<file path="src/rtl/bhc_pkg.sv">
package bhc_pkg;

    typedef enum logic [2:0] {
        POL_FREEZE    = 3'd0,
        POL_NOT_TAKEN = 3'd1,
        POL_TAKEN     = 3'd2,
        POL_ONEBIT    = 3'd3,
        POL_DELAY     = 3'd4
    } policy_e;

    typedef enum logic [2:0] {
        ST_IDLE,
        ST_FROZEN,
        ST_SPEC,
        ST_LEARN,
        ST_SLOT
    } fstate_e;

    // Unused encodings fall back to the freeze policy.
    function automatic policy_e decode_mode(input logic [2:0] raw);
        policy_e pol;
        unique case (raw)
            3'd1:    pol = POL_NOT_TAKEN;
            3'd2:    pol = POL_TAKEN;
            3'd3:    pol = POL_ONEBIT;
            3'd4:    pol = POL_DELAY;
            default: pol = POL_FREEZE;
        endcase
        return pol;
    endfunction

endpackage

</file>
<file path="src/rtl/bhc_pred_table.sv">
module bhc_pred_table #(
    parameter int IDXW = 4
) (
    input  logic            clk,
    input  logic            rst_n,
    input  logic            init_i,
    input  logic [IDXW-1:0] rd_idx_i,
    output logic            rd_bit_o,
    input  logic            wr_en_i,
    input  logic [IDXW-1:0] wr_idx_i,
    input  logic            wr_bit_i
);
    localparam int DEPTH = 1 << IDXW;

    logic [DEPTH-1:0] bits_q;

    for (genvar e = 0; e < DEPTH; e++) begin : g_entry
        always_ff @(posedge clk) begin
            if (!rst_n) begin
                bits_q[e] <= init_i;
            end else if (wr_en_i && (wr_idx_i == IDXW'(e))) begin
                bits_q[e] <= wr_bit_i;
            end
        end
    end

    assign rd_bit_o = bits_q[rd_idx_i];

endmodule

</file>
<file path="src/rtl/bhc_ctr.sv">
module bhc_ctr #(
    parameter int W = 16
) (
    input  logic         clk,
    input  logic         rst_n,
    input  logic         inc_i,
    output logic [W-1:0] cnt_o
);
    localparam logic [W-1:0] ONE = W'(1);

    always_ff @(posedge clk) begin
        if (!rst_n) begin
            cnt_o <= '0;
        end else if (inc_i) begin
            cnt_o <= cnt_o + ONE;
        end
    end

endmodule

</file>
<file path="src/rtl/bhc_seq.sv">
module bhc_seq
    import bhc_pkg::*;
#(
    parameter int              AW       = 32,
    parameter int              IDXW     = 4,
    parameter logic [AW-1:0]   RESET_PC = '0
) (
    input  logic            clk,
    input  logic            rst_n,
    input  logic            stall_i,
    input  policy_e         pol_i,
    input  logic            if_is_br_i,
    input  logic [AW-1:0]   if_target_i,
    input  logic            id_taken_i,
    input  logic            pred_bit_i,
    output logic [IDXW-1:0] pred_rd_idx_o,
    output logic            pred_wr_en_o,
    output logic [IDXW-1:0] pred_wr_idx_o,
    output logic            pred_wr_bit_o,
    output logic [AW-1:0]   pc_o,
    output logic            fetch_stall_o,
    output logic            squash_o,
    output logic            resolve_o,
    output logic            mispredict_o
);
    localparam logic [AW-1:0] WORD = AW'(4);
    localparam logic [AW-1:0] PAIR = AW'(8);

    fstate_e       state_q, state_n;
    logic [AW-1:0] pc_q, pc_n;
    logic [AW-1:0] br_pc_q, br_tgt_q;
    logic          pred_q, pred_n;
    logic          squash_q, squash_n;

    fstate_e       go_state;
    logic [AW-1:0] go_pc;
    logic          go_pred;
    logic [AW-1:0] fix_pc;
    logic          resolving, missed, learning;

    // What to do with the word fetched this cycle, if it is kept.
    always_comb begin : launch
        go_state = ST_IDLE;
        go_pc    = pc_q + WORD;
        go_pred  = 1'b0;
        if (if_is_br_i) begin
            unique case (pol_i)
                POL_NOT_TAKEN: begin
                    go_state = ST_SPEC;
                end
                POL_TAKEN: begin
                    go_state = ST_SPEC;
                    go_pc    = if_target_i;
                    go_pred  = 1'b1;
                end
                POL_ONEBIT: begin
                    go_state = ST_LEARN;
                    go_pred  = pred_bit_i;
                    if (pred_bit_i) begin
                        go_pc = if_target_i;
                    end
                end
                POL_DELAY: begin
                    go_state = ST_SLOT;
                end
                default: begin
                    go_state = ST_FROZEN;
                    go_pc    = pc_q;
                end
            endcase
        end
    end

    assign fix_pc = id_taken_i ? br_tgt_q : (br_pc_q + WORD);

    // Next state: resolution of the branch in decode overrides fetch.
    always_comb begin : advance
        state_n   = go_state;
        pc_n      = go_pc;
        pred_n    = go_pred;
        squash_n  = 1'b0;
        resolving = 1'b0;
        missed    = 1'b0;
        learning  = 1'b0;
        unique case (state_q)
            ST_IDLE: begin
            end
            ST_FROZEN: begin
                resolving = 1'b1;
                state_n   = ST_IDLE;
                pc_n      = fix_pc;
                pred_n    = 1'b0;
            end
            ST_SPEC, ST_LEARN: begin
                resolving = 1'b1;
                learning  = (state_q == ST_LEARN);
                if (id_taken_i != pred_q) begin
                    missed   = 1'b1;
                    squash_n = 1'b1;
                    state_n  = ST_IDLE;
                    pc_n     = fix_pc;
                    pred_n   = 1'b0;
                end
            end
            ST_SLOT: begin
                resolving = 1'b1;
                state_n   = ST_IDLE;
                pc_n      = id_taken_i ? br_tgt_q : (br_pc_q + PAIR);
                pred_n    = 1'b0;
            end
            default: begin
                state_n = ST_IDLE;
            end
        endcase
    end

    // State register.
    always_ff @(posedge clk) begin
        if (!rst_n) begin
            state_q  <= ST_IDLE;
            pc_q     <= RESET_PC;
            br_pc_q  <= '0;
            br_tgt_q <= '0;
            pred_q   <= 1'b0;
            squash_q <= 1'b0;
        end else if (!stall_i) begin
            state_q  <= state_n;
            pc_q     <= pc_n;
            pred_q   <= pred_n;
            squash_q <= squash_n;
            if (state_n != ST_IDLE) begin
                br_pc_q  <= pc_q;
                br_tgt_q <= if_target_i;
            end
        end
    end

    // Outputs.
    always_comb begin : drive
        pc_o          = pc_q;
        fetch_stall_o = (state_q == ST_FROZEN);
        squash_o      = squash_q;
        resolve_o     = resolving & ~stall_i;
        mispredict_o  = missed & ~stall_i;
        pred_wr_en_o  = learning & ~stall_i;
        pred_wr_idx_o = br_pc_q[IDXW+1:2];
        pred_wr_bit_o = id_taken_i;
        pred_rd_idx_o = pc_q[IDXW+1:2];
    end

endmodule

</file>
<file path="src/rtl/bhc_fetch_ctrl.sv">
module bhc_fetch_ctrl
    import bhc_pkg::*;
#(
    parameter int            AW       = 32,
    parameter int            IDXW     = 4,
    parameter int            CW       = 16,
    parameter logic [AW-1:0] RESET_PC = '0
) (
    input  logic          clk,
    input  logic          rst_n,
    input  logic [2:0]    mode_i,
    input  logic          pred_init_i,
    input  logic          stall_i,
    input  logic          if_is_br_i,
    input  logic [AW-1:0] if_target_i,
    input  logic          id_taken_i,
    output logic [AW-1:0] fetch_pc_o,
    output logic          fetch_stall_o,
    output logic          squash_o,
    output logic [CW-1:0] br_count_o,
    output logic [CW-1:0] miss_count_o
);
    localparam int NCTR = 2;

    policy_e         pol;
    logic            pred_bit;
    logic [IDXW-1:0] rd_idx, wr_idx;
    logic            wr_en, wr_bit;
    logic            resolve, mispredict;
    logic [NCTR-1:0] ctr_inc;
    logic [CW-1:0]   ctr_val [NCTR];

    assign pol = decode_mode(mode_i);

    bhc_seq #(
        .AW(AW), .IDXW(IDXW), .RESET_PC(RESET_PC)
    ) seq_i (
        .clk           (clk),
        .rst_n         (rst_n),
        .stall_i       (stall_i),
        .pol_i         (pol),
        .if_is_br_i    (if_is_br_i),
        .if_target_i   (if_target_i),
        .id_taken_i    (id_taken_i),
        .pred_bit_i    (pred_bit),
        .pred_rd_idx_o (rd_idx),
        .pred_wr_en_o  (wr_en),
        .pred_wr_idx_o (wr_idx),
        .pred_wr_bit_o (wr_bit),
        .pc_o          (fetch_pc_o),
        .fetch_stall_o (fetch_stall_o),
        .squash_o      (squash_o),
        .resolve_o     (resolve),
        .mispredict_o  (mispredict)
    );

    bhc_pred_table #(.IDXW(IDXW)) table_i (
        .clk      (clk),
        .rst_n    (rst_n),
        .init_i   (pred_init_i),
        .rd_idx_i (rd_idx),
        .rd_bit_o (pred_bit),
        .wr_en_i  (wr_en),
        .wr_idx_i (wr_idx),
        .wr_bit_i (wr_bit)
    );

    assign ctr_inc = {mispredict, resolve};

    for (genvar c = 0; c < NCTR; c++) begin : g_ctr
        bhc_ctr #(.W(CW)) ctr_i (
            .clk   (clk),
            .rst_n (rst_n),
            .inc_i (ctr_inc[c]),
            .cnt_o (ctr_val[c])
        );
    end

    assign br_count_o   = ctr_val[0];
    assign miss_count_o = ctr_val[1];

endmodule

</file>
<file path="config.mk">
export PLATFORM = sky130hd
export DESIGN_NAME = bhc_fetch_ctrl
export DESIGN_NICKNAME = d
export VERILOG_FILES = /design/src/rtl/bhc_pkg.sv /design/src/rtl/bhc_pred_table.sv /design/src/rtl/bhc_ctr.sv /design/src/rtl/bhc_seq.sv /design/src/rtl/bhc_fetch_ctrl.sv
export SDC_FILE = /design/constraint.sdc
export NUM_CORES = 1
export LEC_CHECK = 0
export ABC_AREA = 0
export BUFFER_PORTS_ARGS = -buffer_cell sky130_fd_sc_hd__buf_4
export CAP_MARGIN = 10
export CORE_ASPECT_RATIO = 0.6
export CORE_UTILIZATION = 25
export CTS_CLUSTER_DIAMETER = 30
export CTS_CLUSTER_SIZE = 40
export DETAILED_ROUTE_END_ITERATION = 8
export PLACE_DENSITY = 0.37
export SYNTH_ARGS = -nofsm -noshare
export SYNTH_HDL_FRONTEND = slang
export SYNTH_HIERARCHICAL = 1
export SYNTH_SLANG_ARGS = --single-unit
</file>
<file path="constraint.sdc">
create_clock -name clk -period 4.8 [get_ports clk]
set_input_delay 0 -clock clk [delete_from_list [all_inputs] [get_ports clk]]
set_output_delay 0 -clock clk [all_outputs]
set_load 0.005 [all_outputs]
</file>
Word-level counts from Yosys, hierarchy flattened
Cells that the tools add are included.
{"block": "totals", "register_bits": 149, "output_inout_bits": 66}
{"block": "classes", "n_bitwise": 4, "addsub": 5, "muxes": 54, "n_lt_le_gt_ge": 1, "eq_ne": 44, "n_reduce_logical": 25}
{"op": "case mux 32 bit (3 select lines)", "count": 2}
{"op": "two-way mux 32 bit", "count": 5}
{"op": "adder 32 x 3 -> 32 bit, second input constant", "count": 2}
{"op": "two-way mux 1 bit", "count": 39}
{"op": "adder 16 x 1 -> 16 bit, second input constant", "count": 2}
{"op": "adder 32 x 4 -> 32 bit, second input constant", "count": 1}
{"op": "equality test 4 bit, second input constant", "count": 8}
{"op": "inequality test 2 x 1 -> 1 bit, second input constant", "count": 16}
{"op": "equality test 3 x 2 -> 1 bit, second input constant", "count": 6}
{"op": "equality test 4 x 3 -> 1 bit, second input constant", "count": 4}
{"op": "logical AND 1 bit", "count": 16}
{"op": "case mux 3 bit (4 select lines)", "count": 1}
{"op": "equality test 3 x 1 -> 1 bit, second input constant", "count": 3}
{"op": "equality test 3 bit, second input constant", "count": 3}
{"op": "case mux 3 bit (3 select lines)", "count": 1}
{"op": "equality test 4 x 2 -> 1 bit, second input constant", "count": 2}
{"op": "OR reduction 2 bit", "count": 4}
{"op": "two-way mux 3 bit", "count": 2}
{"op": "case mux 3 bit (2 select lines)", "count": 1}
{"op": "less-than comparator 4 x 5 -> 1 bit, second input constant", "count": 1}
{"op": "binary-select mux 1 bit (select 4 bit)", "count": 1}
{"op": "equality test 4 x 1 -> 1 bit, second input constant", "count": 1}
{"op": "zero test 4 bit", "count": 1}
{"op": "case mux 1 bit (2 select lines)", "count": 2}
{"op": "7 further kinds", "count": 9}

Depth between registers and ports, before layout
Gate-level depths: netlist of the first run.
{"block": "logic_depth", "depth_word": 10, "depth_mapped": 12, "mapped_depth_nobuf": 9}

Hierarchy
Netlist of the first run, hierarchy kept.
{"mod": "bhc_seq", "instances": 1, "area_per_inst_um2": 7235.7, "cells_each": 1001}
{"mod": "bhc_ctr", "instances": 2, "area_per_inst_um2": 744.5, "cells_each": 83}
{"mod": "bhc_pred_table", "instances": 1, "area_per_inst_um2": 800.8, "cells_each": 54}
{"mod": "bhc_fetch_ctrl", "instances": 1, "area_per_inst_um2": 30.0, "cells_each": 3}

Worst setup path after synthesis of the first run
OpenSTA, ideal clock, no wires.
{"block": "synth_timing", "path_type": "register -> register", "startpoint": "reg seq_i.pc_q[2], in the netlist seq_i/pc_o[2]", "endpoint": "reg seq_i.pc_q[23], in the netlist seq_i/pc_o[23]", "stages_incl_launch_ff": 11, "slack_ps": 2244, "period_less_slack_ps": 2556, "setup_ps": 74, "t_arrival_ps": 2482, "n_path_buf": 2, "path_cell_list": "dfxtp_1 -> buf_4 -> mux4_1 -> mux2i_1 -> mux2i_1 -> a21bo_2 -> o211a_1 -> buf_6 -> o41ai_2 -> o211ai_1 -> a31oi_1"}
{"block": "synth_between", "elab_chain_len": 7}
{"element": "start: declaration", "line_no": "bhc_seq.sv:30", "text": "logic [AW-1:0] pc_q, pc_n;"}
{"element": "start signal: assignment", "line_no": "bhc_seq.sv:128", "text": "pc_q <= pc_n;"}
{"element": "binary-select mux 1 bit (select 4 bit) (*)", "line_no": "bhc_pred_table.sv:27", "text": "assign rd_bit_o = bits_q[rd_idx_i];"}
{"element": "two-way mux 1 bit (not written as such) (*)", "line_no": "bhc_pred_table.sv:27"}
{"element": "named net pred_bit", "line_no": "bhc_fetch_ctrl.sv:26", "text": "logic pred_bit;"}
{"element": "two-way mux 32 bit (*)", "line_no": "bhc_seq.sv:59", "text": "if (pred_bit_i) begin"}
{"element": "case mux 32 bit (3 select lines) (*)", "line_no": "bhc_seq.sv:47", "text": "unique case (pol_i)"}
{"element": "two-way mux 32 bit (*)", "line_no": "bhc_seq.sv:46", "text": "if (if_is_br_i) begin"}
{"element": "two-way mux 32 bit", "line_no": "bhc_seq.sv:97", "text": "if (id_taken_i != pred_q) begin"}
{"element": "case mux 32 bit (3 select lines) (*)", "line_no": "bhc_seq.sv:85", "text": "unique case (state_q)"}
The timed path passes the listed nets; every way through them passes the cells marked *. The select of a mux whose other input is x is not followed.
A chain may end at the register's enable or synchronous reset.

Worst setup path in the final report of the first run
{"block": "layout_timing", "startpoint": "reg seq_i.pc_q[2], in the netlist seq_i/pc_o[2]", "endpoint": "reg seq_i.pc_q[29], in the netlist seq_i/pc_o[29]"}
The elaborated chain is that of the path after synthesis.

==> results.py, run 1 <==
metrics = {
    "run_status": {
        "outcome": "completed",
    },
    "pwr": {
        "report.power.total_mw": 3.426,
        "vdd_drop_max_mv": 0.2489,
        "powerDensity_nw_per_um2": 295.5,
        "p_leak_nw": 3.972,
    },
    "setup_path": {
        "rrSetupSlack_ns": 1.47,
        "cp_slowest_cell": "nand3_1",
        "path_buf_inv": 0,
        "rr_worst_depth": 8,
        "crit_start": "seq_i/pc_o[2]",
        "cp.arrival_ns": 3.65,
        "cp.depth": 8,
        "end_kind": "flip-flop",
        "crit_required_ns": 5.12,
        "crit_top_cell": "mux2i_1",
        "crit_end": "seq_i/pc_o[29]",
        "max_stage_delay_ns": 0.84,
        "critPathKind": "reg -> reg",
        "regToRegEndpoint": "seq_i/pc_o[29]",
        "worstReg2RegStart": "seq_i/pc_o[2]",
        "crit_fanout": 20,
        "crit_family": "simple AND/OR/NAND/NOR gates",
        "start_kind": "flip-flop",
        "crit_chain": "mux4_1, mux2i_1, mux2i_1, nand2b_1, nand3_1, o2111a_1, a221oi_1, a21oi_1",
    },
    "routing": {
        "finalWirelength_mm": 45.13,
        "postRouteAntennaNets": 0,
        "drt-vias-per-instance": 5.570,
        "drt_first_pass_iters": 5,
        "drt-wirelength-per-cell_microns": 24.61,
        "num_vias": 10220,
        "drc": 0,
        "drtIter0Drc": 1338,
    },
    "synthesis": {
        "syn_area_per_cell_sq_um": 7.807,
        "ys_warn_count": 6,
        "ys_seq_elements": 149,
        "yosysUniqueCellTypes": 108,
        "ys_seq_area_share_pct": 32.89,
        "async_flop_share_pct": 0,
        "netlist_area_sq_um": 9555,
        "synth_enable_flop_cells": 16,
        "synth_fp_nets": 1270,
        "synthCells": 1224,
        "synth_ff_type": "dfxtp_1",
    },
    "grt": {
        "grt_usage_pct": 23.16,
        "first_global_vias": 9175,
        "overflow": 0,
        "grt_pass1_wl_mm": 65.58,
        "antenna_found_initial": 2,
        "grt_max_degree": 51,
    },
    "placement": {
        "place_congestion": 0.8805,
        "hpwl_mm": 32.54,
        "io_buffers": 106,
    },
    "sta": {
        "rsz0062_at_grt": "no",
        "maxSlewHeadroom_pct": 20.70,
        "max_clock_freq_ghz": 0.3002,
        "finalCriticalPeriod_ns": 3.331,
        "maxSlewViolCount": 0,
        "final.setup_skew_ns": 0.01251,
        "hold_violations": 0,
        "fin_setup_tns_ns": 0,
        "setup_viol": 0,
        "period_share_pct": 69.40,
        "whs_ns": 0.06678,
        "worstMarginPinSlew_ns": 1.186,
    },
    "floorplanning": {
        "start_util_pct": 25.38,
        "die_width_microns": 254.4,
        "die_h_microns": 153.4,
        "die_area_sq_um": 39030,
        "num_rows": 55,
        "fp.coreArea_sq_um": 37640,
        "io_pins": 107,
    },
    "clock_tree": {
        "cts_resized": 0,
        "path_clk_slew_ns": 0.07,
        "cts.sinks": 149,
        "cts_tree": "built",
        "numCtsBuffers": 17,
        "clock_latency_ns": 0.45,
        "cts.path.max_buffers": 2,
        "root_buffer": "clkbuf_16",
        "htreeDepth": 4,
    },
    "hold_path": {
        "hold_class": "in -> reg",
        "hold_depth": 3,
    },
    "job": {
        "drv_cap": 0,
    },
    "layout": {
        "final_nets": 1354,
        "antennaDiodeCount": 0,
        "n_fill_cell": 4131,
        "drive_above_1_share_pct": 16.43,
        "synthToLayoutAreaGrowth_pct": 21.36,
    },
}
## cell usage after synthesis (6+ instances only)
cell       instances  share of area, %
o21ai_0           59               3.1
o2111ai_1          6              0.55
dfxtp_1          133                28
o32ai_1            6              0.55
buf_2             17              0.89
o31ai_1           11              0.86
nand2b_1          28               1.8
nor4_1            17               1.1
buf_1              9              0.35
a22oi_1            7              0.55
a21oi_1          125               6.5
xnor2_1           21               1.9
xor2_1            13               1.2
a211oi_1          12              0.94
a31oi_1           13              0.85
nand3_1           51               2.7
o221ai_1           7              0.64
o211ai_1          14               1.1
a41oi_1            7              0.64
buf_4             11              0.86
mux2i_1           14               1.5
inv_1             30               1.2
nor3_1            31               1.6
nor2_1            90               3.5
o22ai_1           15              0.98
and3_1            17               1.1
o21a_1             7              0.55
nand2_1          199               7.8
clkbuf_1          46               1.8
buf_6              7              0.82
edfxtp_1          16               5.0
nand4_1           21               1.4
## cell type report
cell class                      count  area, sq um  area share (%)
Multi-Input combinational cell    949         5779           49.84
Sequential cell                   149         3143           27.10
Timing Repair Buffer              161         1289           11.11
Tap cell                          513        641.9           5.535
Clock buffer                       18        429.2           3.701
Clock inverter                     14        201.4           1.737
Inverter                           30        112.6          0.9711
## cells by family after synthesis
group,share of synthesized area (%)
xor+xnor,3.287
buf+inv,6.757
simple gates,28.61
compound gates,24.64
mux,3.156
flops,32.89
fa+ha+maj,0.6547
## how the worst min path moves through the flow
stage,startpoint,end,slack [ns]
6_report,rst_n,g_ctr[0].ctr_i/cnt_o[15],0.07
5_1_grt,rst_n,seq_i/pc_o[6],0.07
4_1_cts,rst_n,seq_i/pc_o[6],0.05
3_5_place_dp,if_target_i[14],seq_i/br_tgt_q[14],0.27
3_3_place_gp,if_target_i[10],seq_i/br_tgt_q[10],0.26
2_1_floorplan,if_target_i[16],seq_i/br_tgt_q[16],0.14
## worst reg2reg max path, stage by stage (launching register included)
cell and delay (ns):
dfxtp_1 0.58, mux4_1 0.34, mux2i_1 0.07, mux2i_1 0.24, nand2b_1 0.19, nand3_1 0.84
o2111a_1 0.60, a221oi_1 0.24, a21oi_1 0.10
## timing repair
item	4_1_cts	5_1_grt
buffers inserted	0	0
hold buffers	32	0
hold endpoints to repair	46	0
## sequential cells by signal (all words and copies together) (netlist names)
| register | flops |
|---|---|
| seq_i/br_pc_q | 32 |
| seq_i/br_tgt_q | 32 |
| g_ctr.ctr_i/cnt_o | 32 |
| seq_i/pc_o | 32 |
| seq_i/state_q | 3 |
| table_i/bits_q | 16 |
| seq_i/pred_q | 1 |
| seq_i/squash_o | 1 |
## through the flow
step / std cells / area, sq um / util [%] / worst slack, ns
after CTS: 1834 / 11600 / 30.81 / 1.546
after detailed placement: 1770 / 10650 / 28.28 / 1.581
after global placement: 1770 / 10650 / 28.28 / 1.638
after global routing: 1834 / 11600 / 30.81 / 1.311
after floorplan: 1224 / 9555 / - / 2.244
final: 1834 / 11600 / 30.81 / 1.469
## layer usage
layer | up-vias | GRT usage [%] | wire length [microns]
li1 | 4672 | - | -
met1 | 5021 | 38.61 | 23960
met2 | 487 | 28.35 | 16450
met3 | 34 | 5.177 | 4245
met4 | 2 | 4.819 | 472
met5 | - | 0 | 9
## power breakdown
group          switching, mW  internal, mW  leakage, nW
logic                  0.329         0.195         2.43
clock network          0.615         0.877        0.301
registers             0.0949          1.32         1.24
total                   1.04          2.39         3.97
## placed cells by master (no fill, tap or decap), types with 21 or more instances in the layout
cell and n:
nand3_1 50, dlygate4sd3_1 32, a21oi_1 125, inv_1 29
nand2_1 199, buf_4 129, nor3_1 31, nand2b_1 28
nand4_1 21, xnor2_1 21, o21ai_0 58, dfxtp_1 133
nor2_1 90
No activity file was read; power rests on OpenSTA's default activity.
==> inputs of run 2 (changes only) <==
--- a/config.mk
+++ b/config.mk
@@ -5,7 +5,7 @@
 export SDC_FILE = /design/constraint.sdc
 export NUM_CORES = 1
 export LEC_CHECK = 0
-export ABC_AREA = 0
+export ABC_AREA = 1
 export BUFFER_PORTS_ARGS = -buffer_cell sky130_fd_sc_hd__buf_4
 export CAP_MARGIN = 10
 export CORE_ASPECT_RATIO = 0.6
@@ -13,7 +13,7 @@
 export CTS_CLUSTER_DIAMETER = 30
 export CTS_CLUSTER_SIZE = 40
 export DETAILED_ROUTE_END_ITERATION = 8
-export PLACE_DENSITY = 0.37
+export PLACE_DENSITY = 0.36
 export SYNTH_ARGS = -nofsm -noshare
 export SYNTH_HDL_FRONTEND = slang
 export SYNTH_HIERARCHICAL = 1
==> constraint.sdc (replaced) <==
create_clock -name clk -period 3.2 [get_ports clk]
set_input_delay 0 -clock clk [delete_from_list [all_inputs] [get_ports clk]]
set_output_delay 0 -clock clk [all_outputs]
set_load 0.005 [all_outputs]
==> results.py, run 2 <==
metrics = {
    "run_status": {
        "outcome": "completed",
    },
    "floorplanning": {
        "fp.coreArea_sq_um": 40580,
        "start_util_pct": 25.41,
        "die_area_sq_um": 42080,
        "num_rows": 57,
        "die_h_microns": 159.3,
        "io_pins": 107,
        "die_width_microns": 264.2,
    },
    "synthesis": {
        "synthMuxAreaShare_pct": 0.1092,
        "synth_simple_gate_area_share_pct": 41.24,
        "async_flop_share_pct": 0,
        "synth_area_leaders": "dfxtp_1, nand2_1, nor2_1, nand3_1, o21ai_0",
        "synthCells": 1730,
        "yosysMostFrequentCell": "nand2_1",
        "synthXorXnorAreaFrac_pct": 1.347,
        "synth_enable_flop_cells": 16,
        "synth-compound-area-share_pct": 15.42,
        "ys_seq_elements": 149,
        "yosys.area.top_type_share_pct": 25.83,
        "ys_warn_count": 6,
        "netlist_area_sq_um": 10310,
        "ys_seq_area_share_pct": 30.49,
        "synthAdderAreaFrac_pct": 0.6068,
        "synth_top_family_by_area": "simple AND/OR/NAND/NOR gates",
        "synth_ff_type": "dfxtp_1",
        "synth_commonest_cells": "nand2_1, nor2_1, inv_1, nand3_1, o21ai_0",
        "synth_fp_nets": 1776,
        "yosysUniqueCellTypes": 48,
        "syn_area_per_cell_sq_um": 5.959,
        "synth_top_area_cell": "dfxtp_1",
    },
    "layout": {
        "synthToLayoutAreaGrowth_pct": 22.67,
        "final_area_sq_um": 12650,
        "antennaDiodeCount": 0,
        "seqCellArea_sq_um": 3143,
        "fin_cells": 2396,
        "n_fill_cell": 4539,
        "final_nets": 1898,
        "drive_above_1_share_pct": 12.65,
        "multi_input_area_sq_um": 6062,
        "mostFrequentLayoutCells": "nand2_1, nor2_1, inv_1",
        "layout_commonest_cell": "nand2_1",
    },
    "clock_tree": {
        "path_clk_slew_ns": 0.08,
        "cts_tree": "built",
        "htreeDepth": 4,
        "root_buffer": "clkbuf_16",
        "cts.sinks": 149,
        "numCtsBuffers": 17,
        "clock_latency_ns": 0.46,
        "cts.path.max_buffers": 2,
    },
    "setup_path": {
        "critPathKind": "reg -> reg",
        "end_kind": "flip-flop",
        "crit_fanout": 11,
        "rr_worst_depth": 15,
        "cp.arrival_ns": 3.16,
        "crit_end": "seq_i/pc_o[6]",
        "start_kind": "flip-flop",
        "regToRegEndpoint": "seq_i/pc_o[6]",
        "worstReg2RegStart": "seq_i/pc_o[3]",
        "crit_required_ns": 3.60,
        "crit_start": "seq_i/pc_o[3]",
        "rrSetupSlack_ns": 0.45,
    },
    "sta": {
        "hold_violations": 0,
        "fin_setup_tns_ns": 0,
        "maxSlewHeadroom_pct": 40.37,
        "max_clock_freq_ghz": 0.3634,
        "period_share_pct": 85.99,
        "setup_viol": 0,
        "maxSlewViolCount": 0,
        "rsz0062_at_grt": "no",
        "finalCriticalPeriod_ns": 2.752,
        "final.setup_skew_ns": 0.009984,
        "worstMarginPinSlew_ns": 0.8876,
        "whs_ns": 0.02258,
    },
    "placement": {
        "hpwl_mm": 37.71,
        "io_buffers": 106,
        "place_inst": 2331,
        "place_area_sq_um": 11700,
        "place_congestion": 0.9080,
    },
    "grt": {
        "grt_max_degree": 49,
        "first_global_vias": 10530,
        "grt_pass1_wl_mm": 71.83,
        "overflow": 0,
        "antenna_found_initial": 1,
        "grt_usage_pct": 23.27,
    },
    "pwr": {
        "vdd_drop_max_mv": 0.2168,
        "powerDensity_nw_per_um2": 424.3,
        "report.power.total_mw": 5.366,
        "p_leak_nw": 5.212,
    },
    "routing": {
        "drt-wirelength-per-cell_microns": 20.58,
        "drt_first_pass_iters": 7,
        "drc": 0,
        "num_vias": 11760,
        "postRouteAntennaNets": 0,
        "drt-vias-per-instance": 4.908,
        "drtIter0Drc": 1179,
        "finalWirelength_mm": 49.31,
    },
    "hold_path": {
        "hold_class": "in -> reg",
    },
    "job": {
        "drv_cap": 0,
    },
}
==> run 2: per-stage QoR <==
step / setup slack [ns] / util, %
floorplan: 1.141 / -
global placement: 0.4053 / 28.84
detailed placement: 0.4847 / 28.84
CTS: 0.4624 / 31.17
global route: 0.1617 / 31.17
finish: 0.4483 / 31.17
==> run 2: how the worst min path moves through the flow <==
| stage | start | endpoint | depth (start not counted) |
|---|---|---|---|
| 2_1_floorplan | rst_n | g_ctr[0].ctr_i/cnt_o[3] | 2 |
| 3_3_place_gp | if_target_i[22] | seq_i/br_tgt_q[22] | 3 |
| 3_5_place_dp | if_target_i[22] | seq_i/br_tgt_q[22] | 3 |
| 4_1_cts | rst_n | g_ctr[0].ctr_i/cnt_o[14] | 3 |
| 5_1_grt | rst_n | g_ctr[0].ctr_i/cnt_o[14] | 3 |
| 6_report | rst_n | g_ctr[0].ctr_i/cnt_o[14] | 3 |
==> run 2: kinds of logic (layout without fill, tap and decap cells) <==
group / count (synthesis) / in the layout
XOR/XNOR: 15 / 15
buffers and inverters: 263 / 398
AND/OR/NAND/NOR: 997 / 997
flip-flops: 149 / 149
adder cells (fa/ha/maj): 5 / 5
AO/OA/AOI/OAI: 300 / 300
multiplexers: 1 / 1
==> run 2: final cells by class <==
cell class | instances | share of cell area [%]
Clock buffer | 18 | 3.562
Clock inverter | 14 | 1.296
Inverter | 191 | 5.768
Multi-Input combinational cell | 1318 | 47.93
Sequential cell | 149 | 24.85
Tap cell | 531 | 5.253
Timing Repair Buffer | 175 | 11.34
==> run 2: routing by layer <==
layer	track usage, %	vias to the layer above	wire [microns]	part of all wire, %
met5	0	-	0	0
met4	4.017	0	456	0.92
met3	6.480	30	4190	8.5
met2	28.58	383	17560	36
met1	38.32	5532	27100	55
li1	-	5814	-	-
==> run 2: power breakdown <==
| group | total [mW] | switching, mW | internal (mW) |
|---|---|---|---|
| Combinational | 0.984 | 0.650 | 0.334 |
| Sequential | 2.15 | 0.146 | 2.00 |
| Clock | 2.24 | 1.01 | 1.22 |
| Total | 5.37 | 1.81 | 3.56 |
==> run 2: what timing repair did <==
| item | CTS | global route |
|---|---|---|
| gates resized for setup | 0 | 0 |
| hold endpoints to repair | 47 | 0 |
| hold buffers | 33 | 0 |
| setup buffers | 0 | 0 |
==> run 2: worst max-delay path, cell delays in order, from the launching register on <==
cell and delay, ns:
dfxtp_1 0.65, inv_1 0.20, nand3_1 0.13, nand3_1 0.07
nand3_1 0.10, nand2_1 0.12, nor2_1 0.17, nor2_1 0.07
buf_4 0.17, nand2_1 0.37, inv_1 0.16, o21ai_0 0.17
nand3_1 0.12, nand3_1 0.11, nand2_1 0.05, inv_1 0.05
==> inputs of run 3 (changes only) <==
--- a/config.mk
+++ b/config.mk
@@ -13,8 +13,10 @@
 export CTS_CLUSTER_DIAMETER = 30
 export CTS_CLUSTER_SIZE = 40
 export DETAILED_ROUTE_END_ITERATION = 8
+export HOLD_SLACK_MARGIN = 0.12
 export PLACE_DENSITY = 0.36
 export SYNTH_ARGS = -nofsm -noshare
 export SYNTH_HDL_FRONTEND = slang
 export SYNTH_HIERARCHICAL = 1
 export SYNTH_SLANG_ARGS = --single-unit
+export TNS_END_PERCENT = 50
==> results.py, run 3 (synthesized netlist as in run 2, its figures left out) <==
metrics = {
    "clock_tree": {
        "cts_resized": 0,
        "htreeDepth": 4,
        "clock_latency_ns": 0.46,
        "cts_setup_buffers": 0,
        "hold_buffers": 50,
        "cts_tree": "built",
        "cts.path.max_buffers": 2,
        "numCtsBuffers": 17,
        "path_clk_slew_ns": 0.07,
        "root_buffer": "clkbuf_16",
        "cts.sinks": 149,
    },
    "routing": {
        "drt-wirelength-per-cell_microns": 20.52,
        "finalWirelength_mm": 49.51,
        "drc": 0,
        "drtIter0Drc": 1265,
        "drt_first_pass_iters": 5,
        "num_vias": 11850,
        "drt-vias-per-instance": 4.911,
        "postRouteAntennaNets": 0,
    },
    "layout": {
        "layout_commonest_cell": "nand2_1",
        "synthToLayoutAreaGrowth_pct": 24.32,
        "drive_above_1_share_pct": 12.54,
        "mostFrequentLayoutCells": "nand2_1, nor2_1, inv_1",
        "fin_util_pct": 31.59,
        "antennaDiodeCount": 0,
        "final_area_sq_um": 12820,
        "final_nets": 1915,
    },
    "sta": {
        "rsz0062_at_grt": "no",
        "setup_viol": 0,
        "max_clock_freq_ghz": 0.3609,
        "maxSlewHeadroom_pct": 37.98,
        "final.setup_skew_ns": 0.01072,
        "hold_violations": 0,
        "period_share_pct": 86.59,
        "finalCriticalPeriod_ns": 2.771,
        "fin_setup_tns_ns": 0,
        "maxSlewViolCount": 0,
        "worstMarginPinSlew_ns": 0.9232,
    },
    "grt": {
        "grt_usage_pct": 23.37,
        "overflow": 0,
        "grt_pass1_wl_mm": 72.17,
        "grt_max_degree": 49,
        "antenna_found_initial": 1,
        "first_global_vias": 10610,
    },
    "pwr": {
        "comb_power_share_pct": 18.6,
        "p_sw_mw": 1.809,
        "p_leak_nw": 5.284,
        "p_seq_share_pct": 39.9,
        "powerDensity_nw_per_um2": 420.1,
        "swShare_pct": 33.61,
        "p_int_mw": 3.574,
        "vdd_drop_max_mv": 0.2153,
        "clock_power_share_pct": 41.5,
    },
    "setup_path": {
        "worstReg2RegStart": "seq_i/pc_o[3]",
        "crit_required_ns": 3.57,
        "cp.arrival_ns": 3.14,
        "critPathKind": "reg -> reg",
        "end_kind": "flip-flop",
        "crit_start": "seq_i/pc_o[3]",
        "start_kind": "flip-flop",
        "crit_fanout": 15,
    },
    "placement": {
        "io_buffers": 106,
        "hpwl_mm": 37.71,
        "place_area_sq_um": 11700,
        "place_congestion": 0.9080,
    },
    "job": {
        "drv_cap": 0,
    },
    "floorplanning": {
        "num_rows": 57,
        "die_h_microns": 159.3,
        "die_area_sq_um": 42080,
        "start_util_pct": 25.41,
        "die_width_microns": 264.2,
        "fp.coreArea_sq_um": 40580,
        "io_pins": 107,
    },
    "hold_path": {
        "hold_class": "in -> reg",
        "hp-start": "id_taken_i",
    },
    "run_status": {
        "outcome": "completed",
    },
}
run 3: critical path: stages (launching register included):
cell	delay, ns
dfxtp_1	0.65
inv_1	0.19
nand3_1	0.13
nand3_1	0.07
nand3_1	0.10
nand2_1	0.13
nor2_1	0.18
nor2_1	0.07
buf_4	0.17
inv_1	0.50
nand3_1	0.16
nand2_1	0.10
nand3_1	0.07
a31oi_1	0.17
run 3: final timing paths:
path	end	slack, ns	cells past startpoint
worst max register to register	seq_i/pc_o[12]	0.43	13
worst max-delay path	seq_i/pc_o[12]	0.43	13
worst min-delay path	seq_i/pc_o[6]	0.21	6
worst min register to register	seq_i/br_tgt_q[11]	0.46	2
run 3: through the flow:
stage	total power, mW	cells	hold WS [ns]	setup WS [ns]
floorplan	2.679	1730	0.1384	1.141
global placement	3.128	2331	0.2712	0.4053
detailed placement	3.117	2331	0.2797	0.4847
CTS	5.416	2413	0.1817	0.4623
global route	5.612	2413	0.2415	0.1618
finish	5.384	2413	0.2097	0.4291
run 3: final cells by class:
class | instances | area, sq um
flip-flops and latches | 149 | 3143
clock buffers | 18 | 450.4
inverters | 191 | 729.5
fillers | 4528 | 27760
multi-input cells | 1318 | 6062
well taps | 531 | 664.4
clock inverters | 14 | 163.9
repair buffers | 192 | 1604
run 3: power by group through the flow:
stage	Sequential (mW)	Combinational, mW	Clock, mW
final	2.15	1.00	2.23
after detailed placement	2.19	0.930	0
after CTS	2.14	0.986	2.29
after global placement	2.19	0.940	0
after global routing	2.16	1.09	2.36
after floorplan	2.12	0.554	0
run 3: per-layer routing:
layer  vias to the layer above  track usage [%]  wire length [microns]  part of all wire (%)
li1                       5847                -                      -                     -
met1                      5604            38.51                  27170                    55
met2                       378            28.67                  17690                    36
met3                        22            6.480                   4271                   8.6
met4                         0            4.017                    380                  0.77
met5                         -                0                      0                     0
